<file path="src/rtl/chan_irq_pkg.sv">
package chan_irq_pkg;

  localparam int CH_COUNT = 4;
  localparam int WORD_W   = 32;

  localparam logic [15:0] OFS_MASK_HI = 16'h1008;
  localparam logic [15:0] OFS_MASK_LO = 16'h100C;
  localparam logic [15:0] OFS_STAT_HI = 16'h1010;
  localparam logic [15:0] OFS_STAT_LO = 16'h1014;
  localparam logic [15:0] OFS_CLR_HI  = 16'h1018;
  localparam logic [15:0] OFS_CLR_LO  = 16'h101C;
  localparam logic [15:0] OFS_MASTER  = 16'h1030;

  localparam int XFER_ERR_POS = 6;

  // strobes from the control unit to the status datapath
  typedef struct packed {
    logic                maskHiWr;
    logic                maskLoWr;
    logic                clrHiWr;
    logic                clrLoWr;
    logic                globHold;
    logic [CH_COUNT-1:0] chanHold;
  } ctlStrobe_t;

  function automatic int doneBitPos(bit legacy, int ch);
    if (legacy) return ((ch >= 2) ? 16 : 28) + 2 * (ch % 2);
    return 2 * ch;
  endfunction

  function automatic int rngBitPos(bit legacy);
    return legacy ? 25 : 17;
  endfunction

  function automatic int globRstPos(bit legacy);
    return legacy ? 24 : 0;
  endfunction

endpackage

</file>
<file path="src/rtl/irq_ctrl_unit.sv">
module irq_ctrl_unit
  import chan_irq_pkg::*;
#(
  parameter bit LEGACY     = 1'b0,
  parameter int ADDR_W     = 16,
  parameter int RST_CYCLES = 8,
  parameter int CH_BASE    = 'h1100,
  parameter int CH_STRIDE  = 'h0100
) (
  input  logic                clk,
  input  logic                rstN,
  input  logic                busWrEn,
  input  logic [ADDR_W-1:0]   busAddr,
  input  logic [WORD_W-1:0]   busWdata,
  output ctlStrobe_t          strobe,
  output logic [CH_COUNT-1:0] chanRstPulse,
  output logic [CH_COUNT-1:0] chanCont,
  output logic [WORD_W-1:0]   ctlRdata
);

  localparam int CNT_W   = $clog2(RST_CYCLES + 1);
  localparam int RST_OFF = LEGACY ? 'hC : 'h8;
  localparam int CNT_OFF = 'h8;
  localparam int GPOS    = globRstPos(LEGACY);
  localparam logic [CNT_W-1:0] CNT_LOAD = CNT_W'(RST_CYCLES);

  logic [CNT_W-1:0]    globCnt;
  logic                globBusy;
  logic [CH_COUNT-1:0] chanBusy;
  logic [CH_COUNT-1:0] chanHold;

  assign globBusy = (globCnt != '0);
  assign chanHold = chanBusy | {CH_COUNT{globBusy}};

  always_ff @(posedge clk) begin
    if (!rstN)          globCnt <= '0;
    else if (globBusy)  globCnt <= globCnt - 1'b1;
    else if (busWrEn && busAddr == ADDR_W'(OFS_MASTER) && busWdata[GPOS])
      globCnt <= CNT_LOAD;
  end

  for (genvar ch = 0; ch < CH_COUNT; ch++) begin : g_chan
    localparam logic [ADDR_W-1:0] RST_ADDR = ADDR_W'(CH_BASE + ch * CH_STRIDE + RST_OFF);
    localparam logic [ADDR_W-1:0] CNT_ADDR = ADDR_W'(CH_BASE + ch * CH_STRIDE + CNT_OFF);
    logic [CNT_W-1:0] rstCnt;

    always_ff @(posedge clk) begin
      if (!rstN)               rstCnt <= '0;
      else if (rstCnt != '0)   rstCnt <= rstCnt - 1'b1;
      else if (!globBusy && busWrEn && busAddr == RST_ADDR && busWdata[0])
        rstCnt <= CNT_LOAD;
    end
    assign chanBusy[ch] = (rstCnt != '0);

    if (LEGACY) begin : g_nocont
      assign chanCont[ch] = 1'b0;
    end else begin : g_cont
      logic contQ;
      always_ff @(posedge clk) begin
        if (!rstN) contQ <= 1'b0;
        else       contQ <= busWrEn && busAddr == CNT_ADDR && busWdata[1]
                            && !busWdata[0] && !chanHold[ch];
      end
      assign chanCont[ch] = contQ;
    end
  end

  always_comb begin
    strobe.maskHiWr = busWrEn && busAddr == ADDR_W'(OFS_MASK_HI);
    strobe.maskLoWr = busWrEn && busAddr == ADDR_W'(OFS_MASK_LO);
    strobe.clrHiWr  = busWrEn && busAddr == ADDR_W'(OFS_CLR_HI);
    strobe.clrLoWr  = busWrEn && busAddr == ADDR_W'(OFS_CLR_LO);
    strobe.globHold = globBusy;
    strobe.chanHold = chanHold;
  end

  assign chanRstPulse = chanHold;

  always_comb begin
    ctlRdata = '0;
    if (busAddr == ADDR_W'(OFS_MASTER)) ctlRdata[GPOS] = globBusy;
    for (int ch = 0; ch < CH_COUNT; ch++) begin
      if (busAddr == ADDR_W'(CH_BASE + ch * CH_STRIDE + RST_OFF))
        ctlRdata[0] = chanBusy[ch];
      if (!LEGACY && busAddr == ADDR_W'(CH_BASE + ch * CH_STRIDE + CNT_OFF))
        ctlRdata[1] = chanCont[ch];
    end
  end

endmodule

</file>
<file path="src/rtl/irq_status_path.sv">
module irq_status_path
  import chan_irq_pkg::*;
#(
  parameter bit LEGACY = 1'b0,
  parameter int ADDR_W = 16
) (
  input  logic                clk,
  input  logic                rstN,
  input  ctlStrobe_t          strobe,
  input  logic [ADDR_W-1:0]   busAddr,
  input  logic [WORD_W-1:0]   busWdata,
  input  logic [CH_COUNT-1:0] doneEvt,
  input  logic [CH_COUNT-1:0] errEvt,
  input  logic                rngErrEvt,
  input  logic                xferErrEvt,
  output logic [WORD_W-1:0]   statHi,
  output logic [WORD_W-1:0]   statLo,
  output logic                irqOut,
  output logic [WORD_W-1:0]   dpRdata
);

  localparam logic [WORD_W-1:0] MASK_RST = LEGACY ? '1 : '0;
  localparam int RNG_POS = rngBitPos(LEGACY);

  logic [WORD_W-1:0] maskHi, maskLo;
  logic [WORD_W-1:0] setHi, setLo, holdHi, clrHi, clrLo;
  logic [WORD_W-1:0] enHi, enLo;
  logic [WORD_W-1:0] chanSet  [CH_COUNT];
  logic [WORD_W-1:0] chanBits [CH_COUNT];

  for (genvar ch = 0; ch < CH_COUNT; ch++) begin : g_pos
    localparam int DP = doneBitPos(LEGACY, ch);
    localparam int EP = DP + 1;
    assign chanBits[ch] = (WORD_W'(1) << DP) | (WORD_W'(1) << EP);
    assign chanSet[ch]  = strobe.chanHold[ch] ? '0 :
                          ((WORD_W'(doneEvt[ch]) << DP) | (WORD_W'(errEvt[ch]) << EP));
  end

  always_comb begin
    setHi  = '0;
    holdHi = '0;
    for (int ch = 0; ch < CH_COUNT; ch++) begin
      setHi = setHi | chanSet[ch];
      if (strobe.chanHold[ch]) holdHi = holdHi | chanBits[ch];
    end
    setLo = '0;
    if (!strobe.globHold) begin
      setLo[RNG_POS] = rngErrEvt;
      if (LEGACY) setLo[XFER_ERR_POS] = xferErrEvt;
    end
  end

  assign clrHi = strobe.clrHiWr ? busWdata : '0;
  assign clrLo = strobe.clrLoWr ? busWdata : '0;

  always_ff @(posedge clk) begin
    if (!rstN || strobe.globHold) begin
      statHi <= '0;
      statLo <= '0;
      maskHi <= MASK_RST;
      maskLo <= MASK_RST;
    end else begin
      statHi <= ((statHi & ~clrHi) | setHi) & ~holdHi;
      statLo <= (statLo & ~clrLo) | setLo;
      if (strobe.maskHiWr) maskHi <= busWdata;
      if (strobe.maskLoWr) maskLo <= busWdata;
    end
  end

  assign enHi   = LEGACY ? ~maskHi : maskHi;
  assign enLo   = LEGACY ? ~maskLo : maskLo;
  assign irqOut = (|(statHi & enHi)) | (|(statLo & enLo));

  always_comb begin
    case (busAddr)
      ADDR_W'(OFS_MASK_HI): dpRdata = maskHi;
      ADDR_W'(OFS_MASK_LO): dpRdata = maskLo;
      ADDR_W'(OFS_STAT_HI): dpRdata = statHi;
      ADDR_W'(OFS_STAT_LO): dpRdata = statLo;
      default:              dpRdata = '0;
    endcase
  end

endmodule

</file>
<file path="src/rtl/chan_irq_ctrl.sv">
module chan_irq_ctrl
  import chan_irq_pkg::*;
#(
  parameter bit LEGACY     = 1'b0,
  parameter int ADDR_W     = 16,
  parameter int RST_CYCLES = 8,
  parameter int CH_BASE    = 'h1100,
  parameter int CH_STRIDE  = 'h0100
) (
  input  logic              clk,
  input  logic              rstN,
  input  logic              busWrEn,
  input  logic [ADDR_W-1:0] busAddr,
  input  logic [31:0]       busWdata,
  output logic [31:0]       busRdata,
  input  logic [3:0]        doneEvt,
  input  logic [3:0]        errEvt,
  input  logic              rngErrEvt,
  input  logic              xferErrEvt,
  output logic              irqOut,
  output logic [3:0]        chanRstPulse,
  output logic [3:0]        chanCont
);

  ctlStrobe_t        strobe;
  logic [WORD_W-1:0] ctlRdata, dpRdata;
  logic [WORD_W-1:0] statHi, statLo;

  irq_ctrl_unit #(
    .LEGACY(LEGACY), .ADDR_W(ADDR_W), .RST_CYCLES(RST_CYCLES),
    .CH_BASE(CH_BASE), .CH_STRIDE(CH_STRIDE)
  ) u_ctrl (
    .clk(clk), .rstN(rstN), .busWrEn(busWrEn), .busAddr(busAddr),
    .busWdata(busWdata), .strobe(strobe), .chanRstPulse(chanRstPulse),
    .chanCont(chanCont), .ctlRdata(ctlRdata)
  );

  irq_status_path #(.LEGACY(LEGACY), .ADDR_W(ADDR_W)) u_path (
    .clk(clk), .rstN(rstN), .strobe(strobe), .busAddr(busAddr),
    .busWdata(busWdata), .doneEvt(doneEvt), .errEvt(errEvt),
    .rngErrEvt(rngErrEvt), .xferErrEvt(xferErrEvt), .statHi(statHi),
    .statLo(statLo), .irqOut(irqOut), .dpRdata(dpRdata)
  );

  assign busRdata = ctlRdata | dpRdata;

endmodule

</file>
<file path="config.mk">
export PLATFORM = sky130hd
export DESIGN_NAME = chan_irq_ctrl
export DESIGN_NICKNAME = d
export VERILOG_FILES = /design/src/rtl/chan_irq_pkg.sv /design/src/rtl/irq_ctrl_unit.sv /design/src/rtl/irq_status_path.sv /design/src/rtl/chan_irq_ctrl.sv
export SDC_FILE = /design/constraint.sdc
export NUM_CORES = 1
export LEC_CHECK = 0
export BUFFER_PORTS_ARGS = -buffer_cell sky130_fd_sc_hd__buf_2
export CORE_UTILIZATION = 35
export CTS_CLUSTER_DIAMETER = 60
export DETAILED_ROUTE_END_ITERATION = 16
export PLACE_DENSITY = 0.55
export SLEW_MARGIN = 15
export SYNTH_ARGS = -nofsm -noshare
export SYNTH_HDL_FRONTEND = slang
export SYNTH_HIERARCHICAL = 1
export SYNTH_SLANG_ARGS = --single-unit
</file>
<file path="constraint.sdc">
create_clock -name clk -period 2.6 [get_ports clk]
set_clock_uncertainty 0.2 [all_clocks]
set_input_delay 0.39 -clock clk [delete_from_list [all_inputs] [get_ports clk]]
set_output_delay 0.39 -clock clk [all_outputs]
set_load 0.01 [all_outputs]
</file>
Word level (Yosys, flattened, before mapping)
Cells that the tools add are included.
{"block": "word_totals", "ff_bits": 152, "elab_cells": 131, "output_inout_bits": 41, "input_bits": 61}
{"block": "op_classes", "n_eq_ne": 11, "reduce_logical": 51, "n_bitwise": 20, "add_sub_neg": 5, "n_mux": 31}
{"cell": "$mux 32", "n": 6}
{"cell": "$eq 16x13->1 const B", "n": 11}
{"cell": "$and 32x32->32", "n": 5}
{"cell": "$or 32x32->32", "n": 4}
{"cell": "$pmux 32 s4", "n": 1}
{"cell": "$not 32->32", "n": 3}
{"cell": "$reduce_or 32->1", "n": 2}
{"cell": "$mux 4", "n": 11}
{"cell": "$or 2x32->32", "n": 1}
{"cell": "$or 32x18->32", "n": 1}
{"cell": "$logic_and 1x1->1", "n": 31}
{"cell": "$reduce_bool 4->1", "n": 5}
{"cell": "$sub 4x1->4 const B", "n": 5}
{"cell": "$mux 1", "n": 10}
{"cell": "$reduce_bool 2->1", "n": 5}
{"cell": "$mux 8", "n": 1}
{"cell": "$or 7x8->8", "n": 1}
{"cell": "$logic_not 1->1", "n": 7}
{"cell": "$mux 6", "n": 1}
{"cell": "$or 5x6->6", "n": 1}
{"cell": "$or 3x4->4", "n": 1}
{"cell": "$or 4x4->4", "n": 1}
{"cell": "$mux 2", "n": 1}
{"cell": "$or 1x2->2", "n": 1}
{"cell": "other kinds (2)", "n": 2}

Logic depth before layout (Yosys ltp)
{"block": "depth", "word_depth": 8, "depth_mapped": 8}

Modules after synthesis
Netlist, hierarchy kept.
{"mod": "irq_status_path", "seq_area_each_um2": 2562.5, "n_inst": 1, "cells_per_inst": 578, "area_each_um2": 5771.8}
{"mod": "irq_ctrl_unit", "seq_area_each_um2": 480.5, "n_inst": 1, "cells_per_inst": 186, "area_each_um2": 1532.7}
{"mod": "chan_irq_ctrl", "seq_area_each_um2": 0.0, "n_inst": 1, "cells_per_inst": 32, "area_each_um2": 200.2}

Worst setup path after synthesis
Ideal clock, no wire load.
{"block": "synth_timing", "path_kind": "input to register", "startpoint": "input port busAddr[11]", "endpoint": "register u_path.statHi[3]", "n_path_buf": 1, "path_slack_ns": 0.308, "path_stages": 7, "arrival_time_ns": 1.962, "path_cell_list": "nor3_1 -> nand3_1 -> nor4_1 -> clkbuf_1 -> nand2_1 -> a21oi_1 -> nor3_1"}
{"element": "start: declaration", "line": "chan_irq_ctrl.sv:13", "source": "input logic [ADDR_W-1:0] busAddr,"}
{"element": "end signal: assignment", "line": "irq_status_path.sv:63", "source": "statHi <= ((statHi & ~clrHi) | setHi) & ~holdHi;"}
{"element": "end: declaration", "line": "irq_status_path.sv:16", "source": "output logic [WORD_W-1:0] statHi,"}

Worst setup path after layout
{"block": "layout_timing", "startpoint": "register u_path.statHi[30]", "endpoint": "output port irqOut"}
{"block": "layout_between", "elab_chain_cells": 3}
{"element": "$and 32x32->32", "line": "irq_status_path.sv:72", "source": "assign irqOut = (|(statHi & enHi)) | (|(statLo & enLo));"}
{"element": "$reduce_or 32->1", "line": "irq_status_path.sv:72"}
{"element": "$or 1x1->1", "line": "irq_status_path.sv:72"}
{"element": "end: declaration", "line": "chan_irq_ctrl.sv:20", "source": "output logic irqOut,"}
No other way between the ends.

==> flow_metrics.tcl <==
set metrics [dict create \
    outcome "finished, violations left" \
    violations "setup timing" \
    placed_area_mm2 0.00841 \
    finalHoldViolCount 0 \
    drtPass1Iterations 5 \
    synth_seq_cells 152 \
    seqPwrFrac 0.461 \
    rsz0062_at_grt "yes" \
    intPower_uw 3910 \
    p_leak_uw 0.00369 \
    wire_per_inst_um 18.0 \
    synth_top_family_by_area "simple AND/OR/NAND/NOR gates" \
    initial_core_util 0.357 \
    p_sw_frac 0.234 \
    antenna_found_initial 1 \
    portBuffers 100 \
    max_freq_mhz 366 \
    cts_buffers 17 \
    cp.required_ps 2010 \
    vias 6070 \
    r2r_cells 5 \
    stdcell_area_mm2 0.00941 \
    root_buffer "clkbuf_16" \
    netlist_instances 796 \
    grt_pass1_wl_um 33100 \
    synth_compound_area_frac 0.121 \
    hpwl_um 14500 \
    grt_usage 0.197 \
    clk_latency_ps 420 \
    tightest_slew_ps 503 \
    yosysWarnings 6 \
    synthMuxAreaShare 0.175 \
    routabilityCongestion 0.794 \
    worstSetupPathType "reg2out" \
    cts.clk_slew.worst_paths_ps 60 \
    synthAdderAreaFrac 0 \
    cp-end-kind "output port" \
    syn_avg_cell_area_um2 9.43 \
    layout_setup_ws_ps -131 \
    synth-main-ff-cell "dfxtp_1" \
    p_per_area_mw_per_mm2 542 \
    drc 0 \
    startpoint_type "register" \
    grt_max_degree 56 \
    syn_area_mm2 0.00750 \
    final_max_slew_viol_count 0 \
    total_power_uw 5100 \
    cpPeakStageDelay_ps 580 \
    synth_seq_area_share 0.405 \
    wl_met1_um 10700 \
    max-vdd-ir-drop_v 0.000308 \
    period_share 1.05 \
    path_max_fanout 3 \
    area_delta_synth_final_pct 25.4 \
    clock_sinks 152 \
    core-area_mm2 0.0210 \
    crit_chain "a22o_1 > a221oi_2 > nand4_1 > or4_4 > buf_6" \
    top_layer_used "met4" \
    hold_depth 3 \
    synth_edf_count 0 \
    maxCapViolCount 0 \
    yosys.area_share.simple 0.224 \
    ant_nets 0 \
    critPathArrivalTime_ps 2140 \
    die_h_um 148 \
    setup_tns_ps -1570 \
    grt_pass1_vias 5809 \
    die_area_mm2 0.0220 \
    cts_tree "yes" \
    ioPinCount 102 \
    clock_path_buffers 2 \
    fin_crit_ps 2730 \
    detail_route.vias_per_cell 5.07 \
    setup_viol 29 \
    dp_slack_ps -157 \
    worst_slew_margin_rel 0.665 \
    grt-ovfl-total 0 \
    hold_class "in2reg" \
    crit_path_top_delay_cell "or4_4" \
    drive_above_1_share 0.278 \
    switchingPower_uw 1190 \
    p_comb_frac 0.062 \
    ys_types 47 \
    dieWidth_um 148 \
    power_frac_clock 0.477 \
    async_flop_share 0 \
    dr.first_iter.drc_count 324 \
    route.met3.wl_um 873 \
    synthXorXnorAreaFrac 0 \
    cts_max_level 4 \
    std_cell_rows 53 \
    wl_met2_um 9870 \
    routed_wl_um 21600 \
    num-nets-final 970 \
]
## logic make-up (layout without fill, tap and decap cells)
group,Yosys count,in the layout
and+or+nand+nor,324,324
DFF,152,152
muxes,131,131
AOI/OAI and AO/OA,102,102
buffers and inverters,86,182
other,1,32
## routing by layer
metal | track usage | up-vias
li1 | - | 3020
met1 | 0.275 | 2911
met2 | 0.310 | 128
met4 | 0.0526 | 0
met5 | 0 | -
met3 | 0.0359 | 11
## final cells by class
type                            count  area [um2]
Antenna cell                        2        5.00
Clock buffer                       19         443
Clock inverter                     12         126
Fill cell                        2077       11600
Inverter                            1        3.75
Multi-Input combinational cell    587        4300
Sequential cell                   152        3050
Tap cell                          275         344
Timing Repair Buffer              150        1140
## worst paths after layout
path | start | end | slack (ps)
worst max-delay path | u_path/statHi[30] | irqOut | -130
worst max register to register | u_ctrl/globCnt[0] | u_path/enLo[26] | 630
worst min-delay path | errEvt[0] | u_path/statHi[1] | 30
worst min register to register | u_ctrl/g_chan[2].rstCnt[0] | u_ctrl/g_chan[2].rstCnt[0] | 280
## cells in the mapped netlist (2+ instances only)
library cell / count / area (um2)
mux2i_1: 130 / 1300
nand3_2: 2 / 20.0
nand2_1: 84 / 315
o21ai_0: 10 / 50.1
buf_6: 2 / 22.5
nor2b_1: 3 / 18.8
nand2b_1: 8 / 50.1
a221oi_1: 16 / 140
or4_1: 4 / 30.0
nand4_1: 7 / 43.8
a22o_1: 16 / 140
nor4_1: 9 / 56.3
a21oi_1: 10 / 50.1
or3_1: 2 / 12.5
buf_1: 5 / 18.8
o22ai_1: 2 / 12.5
nand3_1: 4 / 20.0
o22ai_2: 30 / 375
and3_1: 55 / 344
nor2_1: 78 / 293
a21boi_1: 2 / 15.0
nor3_1: 17 / 85.1
nor4_2: 4 / 50.1
a21boi_0: 11 / 82.6
or3b_1: 2 / 17.5
buf_4: 42 / 315
nor3b_1: 6 / 45.0
dfxtp_1: 152 / 3040
buf_2: 7 / 35.0
buf_12: 3 / 60.1
clkbuf_1: 26 / 97.6
or2_1: 32 / 200
## critical path, delay by kind of cell, from the launching register on
family          cells  cell delay (ps)
buf+inv             1              140
compound gates      2              500
simple gates        2              740
flops               1              340
## state kept, by name (all words and copies together), names as in the netlist
name	count
u_ctrl/globCnt	4
u_path/enLo	32
u_path/enHi	32
u_ctrl/g_chan.g_cont.contQ	4
u_path/statLo	32
u_ctrl/g_chan.rstCnt	16
u_path/statHi	32
## repair_timing
action	in CTS	in global routing
setup endpoints to repair	33	33
resized for setup	39	20
hold buffers	1	0
setup buffers	2	2
pin swaps	36	28
cloned	1	2
hold endpoints to repair	1	0
## power groups by stage
| stage | Clock (uW) | Sequential [uW] | Combinational (uW) |
|---|---|---|---|
| 5_1_grt | 2560 | 2350 | 342 |
| 3_3_place_gp | 0 | 2400 | 305 |
| 3_5_place_dp | 0 | 2400 | 305 |
| 4_1_cts | 2460 | 2350 | 316 |
| 6_report | 2430 | 2350 | 318 |
| 2_1_floorplan | 0 | 2400 | 171 |
## stage by stage
stage                     utilization  hold slack, ps  cells
after floorplan                     -             268    825
after global placement          0.400             282   1157
after detailed placement        0.400             289   1157
after CTS                       0.440            18.2   1192
after global routing            0.448            40.3   1196
final                           0.448            29.7   1198
## placed cells by master (no fill, tap or decap), types with 9 or more instances in the layout
cell       Yosys  layout
dfxtp_1      152     144
mux2i_1      130     130
buf_2          7      93
nand2_1       84      84
nor2_1        78      77
and3_1        55      55
or2_1         32      32
buf_4         42      32
conb_1         1      30
clkbuf_16      0      18
o22ai_2       30      18
nor3_1        17      16
a22o_1        16      15
o22ai_4        0      14
buf_12         3      13
a221oi_2       0      12
a21boi_0      11      11
o21ai_0       10      10
a21oi_1       10       9
(Power assumes the default switching activity.)
